--- src/rtl/trig_event_pkg.sv ---
package trig_event_pkg;
  localparam logic [2:0] CondZero = 3'b000;
  localparam logic [2:0] CondOne  = 3'b001;
  localparam logic [2:0] CondAny  = 3'b010;
  localparam logic [2:0] CondRise = 3'b011;
  localparam logic [2:0] CondFall = 3'b100;
  localparam logic [2:0] CondBoth = 3'b101;

  localparam logic [2:0] CmpOff = 3'b000;
  localparam logic [2:0] CmpEq  = 3'b001;
  localparam logic [2:0] CmpNe  = 3'b010;
  localparam logic [2:0] CmpGt  = 3'b011;
  localparam logic [2:0] CmpGe  = 3'b100;
  localparam logic [2:0] CmpLt  = 3'b101;
  localparam logic [2:0] CmpLe  = 3'b110;

  typedef struct packed {
    logic cntClr;
    logic cntInc;
  } ctrlStrobe_t;

  typedef enum logic [1:0] {StIdle, StCount, StFired} ctrlState_e;
endpackage

--- src/rtl/trig_event_dp.sv ---
module trig_event_dp
  import trig_event_pkg::*;
#(
  parameter int EDGE_W  = 4,
  parameter int LEVEL_W = 4,
  parameter int CNT_W   = 8,
  parameter bit HAS_MAG = 1'b1,
  parameter int DATA_W  = 16,
  parameter int ADDR_W  = 4
) (
  input  logic                       clk,
  input  logic                       rstN,
  input  logic [EDGE_W+LEVEL_W-1:0]  trigBus,
  input  logic                       cfgWe,
  input  logic [ADDR_W-1:0]          cfgAddr,
  input  logic [DATA_W-1:0]          cfgWdata,
  input  ctrlStrobe_t                strb,
  output logic                       patMatch,
  output logic                       lastHit
);
  localparam int BUS_W    = EDGE_W + LEVEL_W;
  localparam int ADDR_REF = BUS_W;
  localparam int ADDR_OP  = BUS_W + 1;
  localparam int ADDR_N   = BUS_W + 2;

  logic [2:0]         condCode [BUS_W];
  logic [LEVEL_W-1:0] refVal;
  logic [2:0]         cmpOp;
  logic [BUS_W-1:0]   prevBus;
  logic [BUS_W-1:0]   bitOk;
  logic [LEVEL_W-1:0] levelVal;
  logic               cmpOk;

  assign levelVal = trigBus[BUS_W-1:EDGE_W];

  always_ff @(posedge clk or negedge rstN) begin
    if (!rstN) begin
      for (int i = 0; i < BUS_W; i++) condCode[i] <= CondAny;
      refVal  <= '0;
      cmpOp   <= CmpOff;
      prevBus <= '0;
    end else begin
      prevBus <= trigBus;
      if (cfgWe) begin
        for (int i = 0; i < BUS_W; i++)
          if (cfgAddr == ADDR_W'(i)) condCode[i] <= cfgWdata[2:0];
        if (cfgAddr == ADDR_W'(ADDR_REF)) refVal <= cfgWdata[LEVEL_W-1:0];
        if (cfgAddr == ADDR_W'(ADDR_OP))  cmpOp  <= cfgWdata[2:0];
      end
    end
  end

  for (genvar b = 0; b < BUS_W; b++) begin : gBit
    if (b < EDGE_W) begin : gEdge
      always_comb begin
        case (condCode[b])
          CondZero: bitOk[b] = ~trigBus[b];
          CondOne:  bitOk[b] = trigBus[b];
          CondRise: bitOk[b] = trigBus[b] & ~prevBus[b];
          CondFall: bitOk[b] = ~trigBus[b] & prevBus[b];
          CondBoth: bitOk[b] = trigBus[b] ^ prevBus[b];
          default:  bitOk[b] = 1'b1;
        endcase
      end
      assert_rise_gate_R2: assert property (@(posedge clk) disable iff (!rstN)
        (condCode[b] == CondRise && !(trigBus[b] && !prevBus[b])) |-> !patMatch);
    end else begin : gLevel
      always_comb begin
        case (condCode[b])
          CondZero: bitOk[b] = ~trigBus[b];
          CondOne:  bitOk[b] = trigBus[b];
          default:  bitOk[b] = 1'b1;
        endcase
      end
    end
  end

  if (HAS_MAG) begin : gMag
    always_comb begin
      case (cmpOp)
        CmpEq:   cmpOk = (levelVal == refVal);
        CmpNe:   cmpOk = (levelVal != refVal);
        CmpGt:   cmpOk = (levelVal >  refVal);
        CmpGe:   cmpOk = (levelVal >= refVal);
        CmpLt:   cmpOk = (levelVal <  refVal);
        CmpLe:   cmpOk = (levelVal <= refVal);
        default: cmpOk = 1'b1;
      endcase
    end
  end else begin : gNoMag
    always_comb begin
      case (cmpOp)
        CmpEq:   cmpOk = (levelVal == refVal);
        CmpNe:   cmpOk = (levelVal != refVal);
        default: cmpOk = 1'b1;
      endcase
    end
  end

  assign patMatch = (&bitOk) & cmpOk;

  assert_eq_gate_R4: assert property (@(posedge clk) disable iff (!rstN)
    (cmpOp == CmpEq && levelVal != refVal) |-> !patMatch);

  if (CNT_W > 0) begin : gCnt
    logic [CNT_W-1:0] cnt;
    logic [CNT_W-1:0] cfgN;
    logic [CNT_W-1:0] nEff;
    logic [CNT_W:0]   cntNext;

    always_ff @(posedge clk or negedge rstN) begin
      if (!rstN) begin
        cnt  <= '0;
        cfgN <= CNT_W'(1);
      end else begin
        if (cfgWe && cfgAddr == ADDR_W'(ADDR_N)) cfgN <= cfgWdata[CNT_W-1:0];
        if (strb.cntClr)      cnt <= '0;
        else if (strb.cntInc) cnt <= cnt + CNT_W'(1);
      end
    end

    assign nEff    = (cfgN == '0) ? CNT_W'(1) : cfgN;
    assign cntNext = {1'b0, cnt} + (CNT_W+1)'(1);
    assign lastHit = (cntNext >= {1'b0, nEff});

    assert_clr_zero_R8: assert property (@(posedge clk) disable iff (!rstN)
      strb.cntClr |=> (cnt == '0));
  end else begin : gNoCnt
    assign lastHit = 1'b1;
  end
endmodule

--- src/rtl/trig_event_ctrl.sv ---
module trig_event_ctrl
  import trig_event_pkg::*;
(
  input  logic        clk,
  input  logic        rstN,
  input  logic        armStb,
  input  logic        patMatch,
  input  logic        lastHit,
  output ctrlStrobe_t strb,
  output logic        eventOut
);
  ctrlState_e state, stateNext;

  always_comb begin
    stateNext = state;
    if (armStb) stateNext = StCount;
    else if (state == StCount && patMatch && lastHit) stateNext = StFired;
  end

  always_ff @(posedge clk or negedge rstN) begin
    if (!rstN) state <= StIdle;
    else       state <= stateNext;
  end

  assign strb.cntClr = armStb;
  assign strb.cntInc = (state == StCount) && patMatch && !armStb;
  assign eventOut    = (state == StFired);

  assert_event_sticky_R8: assert property (@(posedge clk) disable iff (!rstN)
    (eventOut && !armStb) |=> eventOut);
  assert_arm_clears_R8: assert property (@(posedge clk) disable iff (!rstN)
    armStb |=> !eventOut);
  assert_idle_quiet_R9: assert property (@(posedge clk) disable iff (!rstN)
    (state == StIdle && !armStb) |=> !eventOut);
  assert_fire_on_last_R6: assert property (@(posedge clk) disable iff (!rstN)
    (state == StCount && patMatch && lastHit && !armStb) |=> eventOut);
endmodule

--- src/rtl/trig_event_detector.sv ---
module trig_event_detector
  import trig_event_pkg::*;
#(
  parameter int EDGE_W  = 4,
  parameter int LEVEL_W = 4,
  parameter int CNT_W   = 8,
  parameter bit HAS_MAG = 1'b1,
  parameter int DATA_W  = 16,
  parameter int ADDR_W  = 4
) (
  input  logic                      clk,
  input  logic                      rstN,
  input  logic [EDGE_W+LEVEL_W-1:0] trigBus,
  input  logic                      cfgWe,
  input  logic [ADDR_W-1:0]         cfgAddr,
  input  logic [DATA_W-1:0]         cfgWdata,
  input  logic                      armStb,
  output logic                      eventOut
);
  ctrlStrobe_t strb;
  logic        patMatch;
  logic        lastHit;

  trig_event_dp #(
    .EDGE_W(EDGE_W), .LEVEL_W(LEVEL_W), .CNT_W(CNT_W),
    .HAS_MAG(HAS_MAG), .DATA_W(DATA_W), .ADDR_W(ADDR_W)
  ) dp_i (
    .clk(clk), .rstN(rstN), .trigBus(trigBus), .cfgWe(cfgWe),
    .cfgAddr(cfgAddr), .cfgWdata(cfgWdata), .strb(strb),
    .patMatch(patMatch), .lastHit(lastHit)
  );

  trig_event_ctrl ctrl_i (
    .clk(clk), .rstN(rstN), .armStb(armStb), .patMatch(patMatch),
    .lastHit(lastHit), .strb(strb), .eventOut(eventOut)
  );
endmodule

--- config.mk ---
export PLATFORM = sky130hd
export DESIGN_NAME = trig_event_detector
export DESIGN_NICKNAME = d
export VERILOG_FILES = /design/src/rtl/trig_event_pkg.sv /design/src/rtl/trig_event_dp.sv /design/src/rtl/trig_event_ctrl.sv /design/src/rtl/trig_event_detector.sv
export SDC_FILE = /design/constraint.sdc
export NUM_CORES = 1
export LEC_CHECK = 0
export BUFFER_PORTS_ARGS = -buffer_cell sky130_fd_sc_hd__buf_2
export CAP_MARGIN = 20
export CORE_ASPECT_RATIO = 2
export CORE_MARGIN = 3
export CORE_UTILIZATION = 58
export DETAILED_ROUTE_END_ITERATION = 10
export PLACE_DENSITY = 0.79
export SYNTH_ARGS = -nofsm -noshare
export SYNTH_HDL_FRONTEND = slang
export SYNTH_SLANG_ARGS = --single-unit
export TNS_END_PERCENT = 10
--- constraint.sdc ---
create_clock -name clk -period 3.8 [get_ports clk]
set_input_delay 0.38 -clock clk [delete_from_list [all_inputs] [get_ports clk]]
set_output_delay 0.38 -clock clk [all_outputs]
set_load 0.005 [all_outputs]
Yosys cells after proc, flatten, opt, wreduce, memory -nomap -nowiden. Index checks and enable logic that the tools add are counted.

Bits of input ports: 32. Bits in registers: 53.

Order comparisons: 5. Bitwise logic cells: 25. $add $sub $neg: 2. Muxes and demuxes: 14. Reductions and logical operators: 28. Eq/ne operators: 40.

Operators with widths (number): equality test 3 bit (second input constant) (11); equality test 3 x 1 -> 1 bit (second input constant) (9); logical NOT 3 bit (8); two-way mux 8 bit (3); one-hot mux 1 bit (5 select lines) (4); AND reduction 2 bit (10); equality test 3 x 2 -> 1 bit (second input constant) (6); equality test 4 x 3 -> 1 bit (second input constant) (4); equality test 4 bit (second input constant) (3); NOT 1 bit (12); adder 8 x 1 -> 9 bit (second input constant) (1); bitwise AND 1 bit (9); >= comparator 9 x 8 -> 1 bit (1); adder 8 x 1 -> 8 bit (second input constant) (1); equality test 4 x 2 -> 1 bit (second input constant) (2); logical NOT 8 bit (1); one-hot mux 1 bit (2 select lines) (4); AND reduction 8 bit (1); one-hot mux 1 bit (6 select lines) (1); equality test 4 x 1 -> 1 bit (second input constant) (1); equality test 4 bit (1); >= comparator 4 bit (1); greater-than comparator 4 bit (1); <= comparator 4 bit (1); other kinds (10) (18).

Logic depth before layout (Yosys ltp). Gate-level depths: netlist of the first run.

Depth after elaboration: 9. Depth in mapped cells: 11.

Hierarchy. Synthesis of the first run repeated with hierarchy kept, for this count alone.

Cell total of the unflattened synthesis: 275. Area, all modules: 2935.3 sq um.

By module, submodules not included: trig_event_dp (instances 1, cells each 265, area an instance 2835.2 sq um); trig_event_ctrl (instances 1, cells each 10, area an instance 100.1 sq um).

Least setup slack after synthesis of the first run. OpenSTA, ideal clock, no wires.

Path kind: input -> register. Start: in trigBus[7]. End: reg dp_i.gCnt.cnt[3]. Setup slack: 1074 ps. Arrival time: 2601 ps. Stages on the path: 8. Library setup time: 125 ps. Path buffers: 1. Path through: ha_1 > a21oi_1 > nor4b_1 > or4_1 > or4_4 > buf_6 > nor3_1 > mux2_2.

Word-level cells in the longest chain between the ends: 7.

RTL lines: start: declaration (RTL line trig_event_detector.sv:13) `input logic [EDGE_W+LEVEL_W-1:0] trigBus,`; parallel branches: the longest is 3 deep, another holds <= comparator 4 bit; bitwise AND 1 bit * (RTL line trig_event_dp.sv:100) `assign patMatch = (&bitOk) & cmpOk;`; logical AND 1 bit * (2 in a row) (RTL line trig_event_ctrl.sv:26) `assign strb.cntInc = (state == StCount) && patMatch && !armStb;`; nonzero test 2 bit (no line) *; end signal: assignment (RTL line trig_event_dp.sv:118) `else if (strb.cntInc) cnt <= cnt + CNT_W'(1);`; end: declaration (RTL line trig_event_dp.sv:106) `logic [CNT_W-1:0] cnt;`.

Mark *: on every way between the ends. A chain may end at the register's enable or synchronous reset.

Worst setup path after layout of the first run.
Start: reg dp_i.refVal[3]. End: reg dp_i.gCnt.cnt[6].

Word-level cells in the longest chain between the ends: 6.

RTL lines: start: declaration (RTL line trig_event_dp.sv:27) `logic [LEVEL_W-1:0] refVal;`; start signal: assignment (RTL line trig_event_dp.sv:47) `if (cfgAddr == ADDR_W'(ADDR_REF)) refVal <= cfgWdata[LEVEL_W-1:0];`; <= comparator 4 bit, or another cell as far along (RTL line trig_event_dp.sv:86) `CmpLe: cmpOk = (levelVal <= refVal);`; one-hot mux 1 bit (6 select lines) * (RTL line trig_event_dp.sv:80) `case (cmpOp)`; bitwise AND 1 bit * (RTL line trig_event_dp.sv:100); logical AND 1 bit * (2 in a row) (RTL line trig_event_ctrl.sv:26); nonzero test 2 bit (no line) *.

Every way passes the cells marked *; elsewhere a longest branch is shown, timed or not.

==> results of run 1 <==
registers in the layout, summed over array words and instances (netlist names):
name            count
dp_i.gCnt.cfgN      8
dp_i.refVal         4
ctrl_i.state        2
dp_i.prevBus        4
dp_i.gCnt.cnt       8
dp_i.condCode      24
dp_i.cmpOp          3
synth_stat cells, types with 4 or more instances:
library cell / number / share of area, %
sky130_fd_sc_hd__a21oi_1: 10 / 1.7
sky130_fd_sc_hd__nand3_1: 4 / 0.68
sky130_fd_sc_hd__xnor2_1: 10 / 3.0
sky130_fd_sc_hd__nand2b_1: 7 / 1.5
sky130_fd_sc_hd__or4_1: 4 / 1.0
sky130_fd_sc_hd__dfstp_2: 9 / 8.0
sky130_fd_sc_hd__nor2_1: 15 / 1.9
sky130_fd_sc_hd__ha_1: 21 / 8.9
sky130_fd_sc_hd__o211ai_1: 5 / 1.3
sky130_fd_sc_hd__nand2_1: 20 / 2.5
sky130_fd_sc_hd__nor3_1: 8 / 1.4
sky130_fd_sc_hd__dfrtp_1: 44 / 37
sky130_fd_sc_hd__mux2_2: 33 / 13
sky130_fd_sc_hd__o21ai_0: 15 / 2.5
sky130_fd_sc_hd__o31ai_1: 4 / 1.0
sky130_fd_sc_hd__nor2b_1: 6 / 1.3
sky130_fd_sc_hd__clkbuf_1: 6 / 0.76
sky130_fd_sc_hd__inv_1: 25 / 3.2
per-layer routing:
layer  share of wire, %  vias to the layer above  track usage, %
li1                   -                     1038               -
met1                 38                      998            20.7
met2                 56                       31            37.5
met3                2.5                       14            2.41
met4                3.7                        0            10.4
met5                  0                        -               0
report_power, final:
part | total (mW) | internal [mW] | leakage [nW] | switching (mW)
sequential | 0.752 | 0.681 | 0.641 | 0.0712
combinational | 0.344 | 0.170 | 0.769 | 0.174
clock | 0.320 | 0.149 | 0.0455 | 0.172
through the flow:
stage	instances	util [%]	setup slack, ns
after floorplan	280	-	1.07
after global placement	355	63.6	0.798
after detailed placement	355	63.6	0.783
after CTS	363	65.4	0.911
after global routing	363	65.4	0.776
final	363	65.4	0.920
worst max path at each step:
stage,endpoint,slack [ns],cells after the start
finish,dp_i.gCnt.cnt[6]$_DFFE_PN0P_,0.92,8
global route,dp_i.gCnt.cnt[5]$_DFFE_PN0P_,0.78,8
CTS,dp_i.gCnt.cnt[5]$_DFFE_PN0P_,0.91,8
detailed placement,dp_i.gCnt.cnt[6]$_DFFE_PN0P_,0.78,8
global placement,dp_i.gCnt.cnt[5]$_DFFE_PN0P_,0.80,8
floorplan,dp_i.gCnt.cnt[3]$_DFFE_PN0P_,1.07,8
critical path: stages, from the launching register on:
cell and delay [ns]:
sky130_fd_sc_hd__dfrtp_1 0.35, sky130_fd_sc_hd__inv_1 0.05, sky130_fd_sc_hd__ha_1 0.31, sky130_fd_sc_hd__a21oi_1 0.24, sky130_fd_sc_hd__nor4b_1 0.08, sky130_fd_sc_hd__or4_1 0.52, sky130_fd_sc_hd__or4_4 0.61, sky130_fd_sc_hd__or4_1 0.49
sky130_fd_sc_hd__a21oi_1 0.15
layout make-up:
type,count,area [um2]
multi-input cells,195,1490
well taps,57,71.3
flip-flops and latches,53,1340
fillers,407,1700
inverters,25,93.8
repair buffers,25,128
clock buffers,8,90.1
cells by family (layout without fill, tap and decap cells):
logic type	after synthesis	count (layout)	share of synthesized area (%)
DFF	53	53	45.2
AOI/OAI and AO/OA	44	44	9.44
and+or+nand+nor	82	82	14.9
xor gates and xnor gates	11	11	3.26
muxes	37	37	14.0
adders and majority gates	21	21	8.89
buffers and inverters	32	58	4.32
==> summary.md, run 1 <==
## Run status
- completed — result of the run

## Pwr
- 441 mW/mm2 — total power per unit cell area
- 0.000395 V — peak ir drop on the vdd network
- 1.46 nW — Leakage
- 1.42 mW — post-layout total power

## Timing
- no — setup repair after global routing missed its margin
- 0.347 GHz — Max Freq
- 0 — count of final max-slew check failures
- 0.847 ns — Worst Tran Pin Value
- 0 — final number of setup-violating endpoints
- 0 — final hold violation count
- 43.3% — relative slew slack
- 0.00150 ns — worst clock skew on the final layout
- 75.8% — final critical-path share of the clock period
- 2.88 ns — Tmin final
- 0 ns — final-layout setup total negative slack
- 0.190 ns — Hold Slack

## Place
- 0.759 — RePlAce Congestion
- 4210 um — HPWL reported at the end of detailed placement
- 24 — input/output buffers
- 0.00312 mm2 — instance area at placement

## Setup path
- 3.11 ns — endpoint arrival time on the critical path
- 14 — Max FO, Critical Path
- 8 — number of cells traversed by the worst register-to-register path
- dp_i.refVal[3]$_DFFE_PN0P_ — launching point of the worst reg2reg path
- 0.92 ns — FF-to-FF setup slack
- dp_i.refVal[3]$_DFFE_PN0P_ — launching instance or port of the critical path
- flip-flop — type of destination of the critical path
- flip-flop to flip-flop — Crit Path Category
- 4.03 ns — data required time at the worst endpoint
- flip-flop — startpoint class of the critical path
- dp_i.gCnt.cnt[6]$_DFFE_PN0P_ — Worst R2R End

## Clock tree
- 0 — count of hold buffers inserted by post-cts repair
- built — CTS tree
- 2 — number of H-tree branching levels
- 5 — number of CTS-inserted buffers
- 53 — clock sink total
- 0.09 ns — Clk pin slew, worst setup/hold paths
- 0.30 ns — worst skew pair latency
- sky130_fd_sc_hd__clkbuf_8 — cell chosen for the clock root
- 0 — post_cts resized
- 2 — maximum clock path buffer count
- 0 — Post-CTS Setup Bufs

## Die
- 36 — number of placement rows
- 0.00491 mm2 — area of the core
- 0.00604 mm2 — die outline area
- 60.2% — effective utilization at floorplan
- 33 — Top Ports
- 56.5 um — Chip Width
- 107 um — height of the die

## Detailed routing
- 5470 um — total length of routed wires
- 5.73 — routed via count divided by cell count
- 0 — final routed DRC violation total
- 15.1 um — Wirelength per Cell
- 4 — Initial DRT Pass Iterations
- 0 — post-detailed-route count of antenna-violating nets
- 55 — Initial DRC Count
- 2,081 — total via count in the routed design

## Logic synthesis
- sky130_fd_sc_hd__dfrtp_1 — primary flip-flop cell chosen by synthesis mapping
- 333 — net count after synthesis
- 0 — number of warnings issued by yosys
- 39 — number of unique standard cell types used by synthesis
- 280 — gate count after technology mapping
- 100% — share of synthesized registers carrying an async set or reset
- 10.6 um2 — Avg Cell Area, Syn
- 45.2% — portion of the post-synthesis area used by sequential elements
- 53 — flops & latches, synth
- 0.00296 mm2 — netlist area before placement
- 0 — count of flip-flops with a built-in enable after synthesis

## GRT
- 0 — total congestion overflow
- 54 — maximum number of pins on one net before global-route repair
- 9400 um — wire length of the first global-routing pass
- 0 — number of antenna violations at the first check in global routing
- 19.9% — total routing resource utilization after global routing
- 2,108 — vias in the first global route

## Cells and area
- 0.00321 mm2 — area of all placed cells without fillers
- 8.63% — synthesis-to-layout area growth
- 44 x sky130_fd_sc_hd__dfrtp_1, 33 x sky130_fd_sc_hd__mux2_2, 25 x sky130_fd_sc_hd__inv_1 — leading cell types in the layout, fill and taps excluded
- 24.8% — layout cells sized above 1
- 0 — diodes inserted
- sky130_fd_sc_hd__dfrtp_1 — commonest non-fill, non-tap cell in the layout
- 358 — Layout Nets

## Run
- 0 — max-cap violations

## Worst hold path
- input port to async pin — hold crit path type

Power figures use the tool's default switching activity.
==> run 2, diff against run 1 <==
==> constraint.sdc (replaced) <==
create_clock -name clk -period 2.92 [get_ports clk]
set_input_delay 0.292 -clock clk [delete_from_list [all_inputs] [get_ports clk]]
set_output_delay 0.292 -clock clk [all_outputs]
set_load 0.005 [all_outputs]
==> summary.md, run 2 (synthesis gave the netlist of run 1 again) <==
## Timing
- 0.00573 ns — worst clock skew on the final layout
- no — setup repair after global routing missed its margin
- 0 — final number of setup-violating endpoints
- 0 — count of final max-slew check failures
- 0.361 GHz — Max Freq
- 2.77 ns — Tmin final
- 0.716 ns — Worst Tran Pin Value
- 0 — final hold violation count
- 52.3% — relative slew slack
- 94.8% — final critical-path share of the clock period

## Cells and area
- 44 x sky130_fd_sc_hd__dfrtp_1, 33 x sky130_fd_sc_hd__mux2_2, 25 x sky130_fd_sc_hd__inv_1 — leading cell types in the layout, fill and taps excluded
- 10.6% — synthesis-to-layout area growth
- 0.00150 mm2 — multi-input gate area in the final layout
- 66.6% — final standard cell utilization of the core
- 24 — max reg flops
- dp_i.condCode — register ranked first by flip-flop count
- 0 — diodes inserted
- 0.00327 mm2 — area of all placed cells without fillers
- 0.00134 mm2 — Sequential cell area
- dp_i.condCode x24, dp_i.gCnt.cfgN x8, dp_i.gCnt.cnt x8 — registers with the most flip-flops
- 411 — total of fill cells in the finished design
- 361 — Layout Nets
- 26.5% — layout cells sized above 1
- sky130_fd_sc_hd__dfrtp_1 — commonest non-fill, non-tap cell in the layout

## Place
- 0.771 — RePlAce Congestion
- 0.00314 mm2 — instance area at placement
- 24 — input/output buffers
- 4440 um — HPWL reported at the end of detailed placement

## Clock tree
- 0.31 ns — worst skew pair latency
- built — CTS tree
- 2 — number of H-tree branching levels
- 0.09 ns — Clk pin slew, worst setup/hold paths
- 0 — count of hold buffers inserted by post-cts repair
- 2 — maximum clock path buffer count
- 5 — number of CTS-inserted buffers
- sky130_fd_sc_hd__clkbuf_8 — cell chosen for the clock root
- 53 — clock sink total

## Pwr
- 1.48 nW — Leakage
- 26.2% — relative contribution of the clock network to total power
- 1.40 mW — internal power component
- 0.565 mW — NetSw
- 49.9% — sequential share of power
- 600 mW/mm2 — total power per unit cell area
- 0.000499 V — peak ir drop on the vdd network
- 24.0% — part of the total power dissipated in combinational logic
- 1.96 mW — post-layout total power
- 28.8% — switching portion of total power

## Setup path
- flip-flop — startpoint class of the critical path
- 3.00 ns — endpoint arrival time on the critical path
- flip-flop to flip-flop — Crit Path Category
- 10 — Max FO, Critical Path
- flip-flop — type of destination of the critical path
- 3.16 ns — data required time at the worst endpoint

## Detailed routing
- 15.7 um — Wirelength per Cell
- 44 — Initial DRC Count
- 4 — Initial DRT Pass Iterations
- 5.81 — routed via count divided by cell count
- 0 — final routed DRC violation total
- 5730 um — total length of routed wires
- 0 — post-detailed-route count of antenna-violating nets
- 2,125 — total via count in the routed design

## Die
- 33 — Top Ports
- 0.00491 mm2 — area of the core
- 0.00604 mm2 — die outline area
- 60.2% — effective utilization at floorplan
- 107 um — height of the die
- 36 — number of placement rows
- 56.5 um — Chip Width

## Run status
- completed — result of the run

## GRT
- 0 — total congestion overflow
- 33 — maximum number of pins on one net before global-route repair
- 9630 um — wire length of the first global-routing pass
- 2,138 — vias in the first global route
- 0 — number of antenna violations at the first check in global routing
- 20.7% — total routing resource utilization after global routing

## Worst hold path
- input port to async pin — hold crit path type

## Run
- 0 — max-cap violations

run 2: cell count changes in the layout (fill, tap and decap cells not counted):
cell,delta
sky130_fd_sc_hd__a21oi_2,+1
sky130_fd_sc_hd__nor3_2,+1
sky130_fd_sc_hd__clkbuf_1,-1
sky130_fd_sc_hd__a21oi_1,-1
sky130_fd_sc_hd__nor3_1,-1
sky130_fd_sc_hd__bufinv_16,+1
sky130_fd_sc_hd__buf_4,+3
run 2: power by group through the flow:
stage                     Clock (mW)  Sequential [mW]  Combinational, mW
final                          0.513            0.978              0.470
after global routing           0.549            0.996              0.532
after CTS                      0.526            0.978              0.462
after detailed placement           0            0.993              0.459
after global placement             0            0.984              0.440
after floorplan                    0            0.965              0.353
run 2: per-stage QoR:
step                setup TNS [ns]  setup slack, ns  hold slack (ns)  std cells
global placement                 0           0.0837            0.380        357
detailed placement         -0.0196          -0.0196            0.382        357
global route                     0          0.00193           0.0533        366
CTS                              0           0.0301           0.0420        365
finish                           0            0.153           0.0235        366
floorplan                        0            0.234         -0.00359        280
run 2: final cells by class:
class	count	share of cell area, %
Multi-Input combinational cell	195	45.9
Inverter	25	2.87
Tap cell	57	2.18
Clock buffer	7	2.64
Sequential cell	53	40.9
Clock inverter	1	0.918
Timing Repair Buffer	28	4.59
run 2: worst max-delay path, cell delays in order (launching register included):
cell and delay (ns):
sky130_fd_sc_hd__dfrtp_1 0.35, sky130_fd_sc_hd__inv_1 0.04, sky130_fd_sc_hd__ha_1 0.32, sky130_fd_sc_hd__a21oi_2 0.17
sky130_fd_sc_hd__nor4b_1 0.06, sky130_fd_sc_hd__or4_1 0.52, sky130_fd_sc_hd__or4_4 0.57, sky130_fd_sc_hd__buf_4 0.18
sky130_fd_sc_hd__or3_1 0.33, sky130_fd_sc_hd__a21oi_1 0.15
run 2: worst paths after layout:
path	cells after the start	from	endpoint	slack, ns
max	9	dp_i.refVal[3]$_DFFE_PN0P_	dp_i.gCnt.cnt[0]$_DFFE_PN0P_	0.15
min	1	rstN	dp_i.prevBus[0]$_DFF_PN0_	0.02
max reg2reg	9	dp_i.refVal[3]$_DFFE_PN0P_	dp_i.gCnt.cnt[0]$_DFFE_PN0P_	0.15
min reg2reg	1	dp_i.refVal[2]$_DFFE_PN0P_	dp_i.refVal[2]$_DFFE_PN0P_	0.51
max in group asynchronous	2	rstN	dp_i.condCode[1]$_DFFE_PN1P_	2.10
min in group clk	1	trigBus[0]	dp_i.prevBus[0]$_DFF_PN0_	0.12
run 2: timing repair:
| action | in CTS | in global routing |
|---|---|---|
| gates resized for setup | 0 | 2 |
| setup buffers | 0 | 1 |
| endpoints found under the setup margin | 0 | 6 |
run 2: layer usage:
| layer | vias to the layer above | track usage, % | share of wire (%) |
|---|---|---|---|
| met4 | 0 | 10.5 | 3.9 |
| met3 | 17 | 4.22 | 3.0 |
| li1 | 1037 | - | - |
| met1 | 1030 | 21.0 | 37 |
| met5 | - | 0 | 0 |
| met2 | 41 | 38.3 | 56 |
==> run 3, diff against run 2 <==
--- a/config.mk
+++ b/config.mk
@@ -7,11 +7,10 @@
 export LEC_CHECK = 0
 export BUFFER_PORTS_ARGS = -buffer_cell sky130_fd_sc_hd__buf_2
 export CAP_MARGIN = 20
-export CORE_ASPECT_RATIO = 2
 export CORE_MARGIN = 3
-export CORE_UTILIZATION = 58
+export CORE_UTILIZATION = 53
 export DETAILED_ROUTE_END_ITERATION = 10
-export PLACE_DENSITY = 0.79
+export PLACE_DENSITY = 0.76
 export SYNTH_ARGS = -nofsm -noshare
 export SYNTH_HDL_FRONTEND = slang
 export SYNTH_SLANG_ARGS = --single-unit
==> constraint.sdc (replaced) <==
create_clock -name clk -period 2.3 [get_ports clk]
set_input_delay 0.23 -clock clk [delete_from_list [all_inputs] [get_ports clk]]
set_output_delay 0.23 -clock clk [all_outputs]
set_load 0.005 [all_outputs]
==> summary.md, run 3 (synthesis gave the netlist of run 1 again) <==
## Die
- 33 — Top Ports
- 80.7 um — Chip Width
- 56.5% — effective utilization at floorplan
- 0.00651 mm2 — die outline area
- 0.00524 mm2 — area of the core
- 26 — number of placement rows
- 80.7 um — height of the die

## Worst hold path
- input port to flip-flop — hold crit path type
- trigBus[1] — hold wc startpoint
- dp_i.prevBus[1]$_DFF_PN0_ — Min-Delay Endpoint
- 1 — number of stages on the worst hold path

## GRT
- 23 — maximum number of pins on one net before global-route repair
- 10,300 um — wire length of the first global-routing pass
- 0 — number of antenna violations at the first check in global routing
- 0 — total congestion overflow
- 20.7% — total routing resource utilization after global routing
- 2,280 — vias in the first global route

## Timing
- 0.577 ns — Worst Tran Pin Value
- 0 — count of final max-slew check failures
- 112% — final critical-path share of the clock period
- 10 — final number of setup-violating endpoints
- yes — setup repair after global routing missed its margin
- 61.6% — relative slew slack
- 2.58 ns — Tmin final
- 0 — final hold violation count
- 0.388 GHz — Max Freq
- 0.00553 ns — worst clock skew on the final layout
- -0.279 ns — minimum setup slack in the final design

## Setup path
- sky130_fd_sc_hd__or4_4 — slowest library cell on the worst path
- flip-flop to flip-flop — Crit Path Category
- 6 — Max FO, Critical Path
- 2.49 ns — data required time at the worst endpoint
- dp_i.prevBus[3]$_DFF_PN0_ — launching point of the worst reg2reg path
- flip-flop — startpoint class of the critical path
- dp_i.gCnt.cnt[2]$_DFFE_PN0P_ — Worst R2R End
- flip-flop — type of destination of the critical path
- 9 — number of cells traversed by the worst register-to-register path
- 2.77 ns — endpoint arrival time on the critical path
- ha_1, nand2_1, o21ai_0, a311oi_1, o31ai_1, or4_4, buf_6, nor3_4, mux2_4 — Critical Path, Cell by Cell
- -0.28 ns — FF-to-FF setup slack
- 0.58 ns — worst stage delay on the critical path

## Clock tree
- 5 — number of CTS-inserted buffers
- sky130_fd_sc_hd__clkbuf_8 — cell chosen for the clock root
- built — CTS tree
- 2 — maximum clock path buffer count
- 2 — number of H-tree branching levels
- 0.09 ns — Clk pin slew, worst setup/hold paths
- 53 — clock sink total
- 0.30 ns — worst skew pair latency

## Detailed routing
- 2,219 — total via count in the routed design
- 4 — Initial DRT Pass Iterations
- 0 — post-detailed-route count of antenna-violating nets
- 75 — Initial DRC Count
- 5.52 — routed via count divided by cell count
- 6150 um — total length of routed wires
- 0 — final routed DRC violation total
- 15.3 um — Wirelength per Cell

## Pwr
- 709 mW/mm2 — total power per unit cell area
- 48.9% — sequential share of power
- 31.1% — switching portion of total power
- 0.783 mW — NetSw
- 0.000473 V — peak ir drop on the vdd network
- 2.52 mW — post-layout total power
- 1.62 nW — Leakage
- 31.0% — part of the total power dissipated in combinational logic
- 1.73 mW — internal power component
- 20.1% — relative contribution of the clock network to total power

## Place
- -0.283 ns — minimum setup slack after placement
- 24 — input/output buffers
- 0.00335 mm2 — instance area at placement
- 4520 um — HPWL reported at the end of detailed placement
- 0.900 — RePlAce Congestion
- 390 — number of placed cells counting well taps

## Run
- 0 — max-cap violations

## Cells and area
- 44 x sky130_fd_sc_hd__dfrtp_1, 30 x sky130_fd_sc_hd__mux2_2, 25 x sky130_fd_sc_hd__buf_4 — leading cell types in the layout, fill and taps excluded
- 0 — diodes inserted
- dp_i.condCode — register ranked first by flip-flop count
- 35.5% — layout cells sized above 1
- 384 — Layout Nets
- 20.0% — synthesis-to-layout area growth
- 402 — Final Non-Filler Cells
- dp_i.condCode x24, dp_i.gCnt.cfgN x8, dp_i.gCnt.cnt x8 — registers with the most flip-flops
- 24 — max reg flops
- sky130_fd_sc_hd__dfrtp_1 — commonest non-fill, non-tap cell in the layout
- 67.7% — final standard cell utilization of the core
- 0.00355 mm2 — area of all placed cells without fillers

## Run status
- negative setup slack — violated checks
- complete, but fails checks — result of the run

[run 3: changes by cell type in the layout (fill, tap and decap cells not counted), sizes merged]
cell and change:
buf +22, bufinv -1, clkinv +2, dlygate4sd3 +1, clkbuf -1
[run 3: area by class of cell]
class                   count  area (um2)
flip-flops and latches     53        1340
fillers                   422        1690
inverters                  25        93.8
clock buffers               6        72.6
well taps                  70        87.6
multi-input cells         195        1620
repair buffers             51         329
clock inverters             2        10.0
[run 3: worst max-delay path: cells and delay by family, from the launching register on]
family          cells  cell delay (ns)
buf+inv             1             0.16
mux                 1             0.31
simple gates        3             0.81
fa+ha+maj           1             0.27
compound gates      3             0.52
flops               1             0.39
[run 3: power by group through the flow]
stage	clock (mW)	combinational, mW	sequential (mW)
floorplan	0	0.473	1.23
global placement	0	0.661	1.24
detailed placement	0	0.689	1.25
CTS	0.521	0.754	1.23
global route	0.552	0.863	1.26
finish	0.506	0.779	1.23
[run 3: per-layer routing]
layer,track usage [%],up-vias,routed length (um)
met2,35.8,44,3060
met4,6.59,0,78
met1,26.3,1078,2770
met3,3.48,9,237
met5,0,-,0
li1,-,1088,-
[run 3: repair_timing]
action	CTS	global route
pin swaps	5	5
resized for setup	7	12
endpoints found under the hold margin	17	0
endpoints found under the setup margin	10	10
buffers inserted	3	0
hold buffers	1	0
[run 3: worst max-delay path by stage]
stage	start	endpoint	cells after the start	slack [ns]
after floorplan	dp_i.refVal[3]$_DFFE_PN0P_	dp_i.gCnt.cnt[3]$_DFFE_PN0P_	9	-0.09
after global placement	dp_i.refVal[3]$_DFFE_PN0P_	dp_i.gCnt.cnt[4]$_DFFE_PN0P_	9	-0.24
after detailed placement	dp_i.refVal[3]$_DFFE_PN0P_	dp_i.gCnt.cnt[3]$_DFFE_PN0P_	9	-0.28
after CTS	dp_i.refVal[3]$_DFFE_PN0P_	dp_i.gCnt.cnt[2]$_DFFE_PN0P_	9	-0.28
after global routing	dp_i.refVal[3]$_DFFE_PN0P_	dp_i.gCnt.cnt[1]$_DFFE_PN0P_	9	-0.36
final	dp_i.prevBus[3]$_DFF_PN0_	dp_i.gCnt.cnt[2]$_DFFE_PN0P_	9	-0.28
[run 3: metrics by stage]
step | TNS (ns) | hold WS [ns]
floorplan | -0.703 | -0.0656
global placement | -1.55 | 0.216
detailed placement | -1.87 | 0.217
CTS | -2.31 | 0.0773
global route | -3.23 | 0.0788
finish | -2.30 | 0.0805
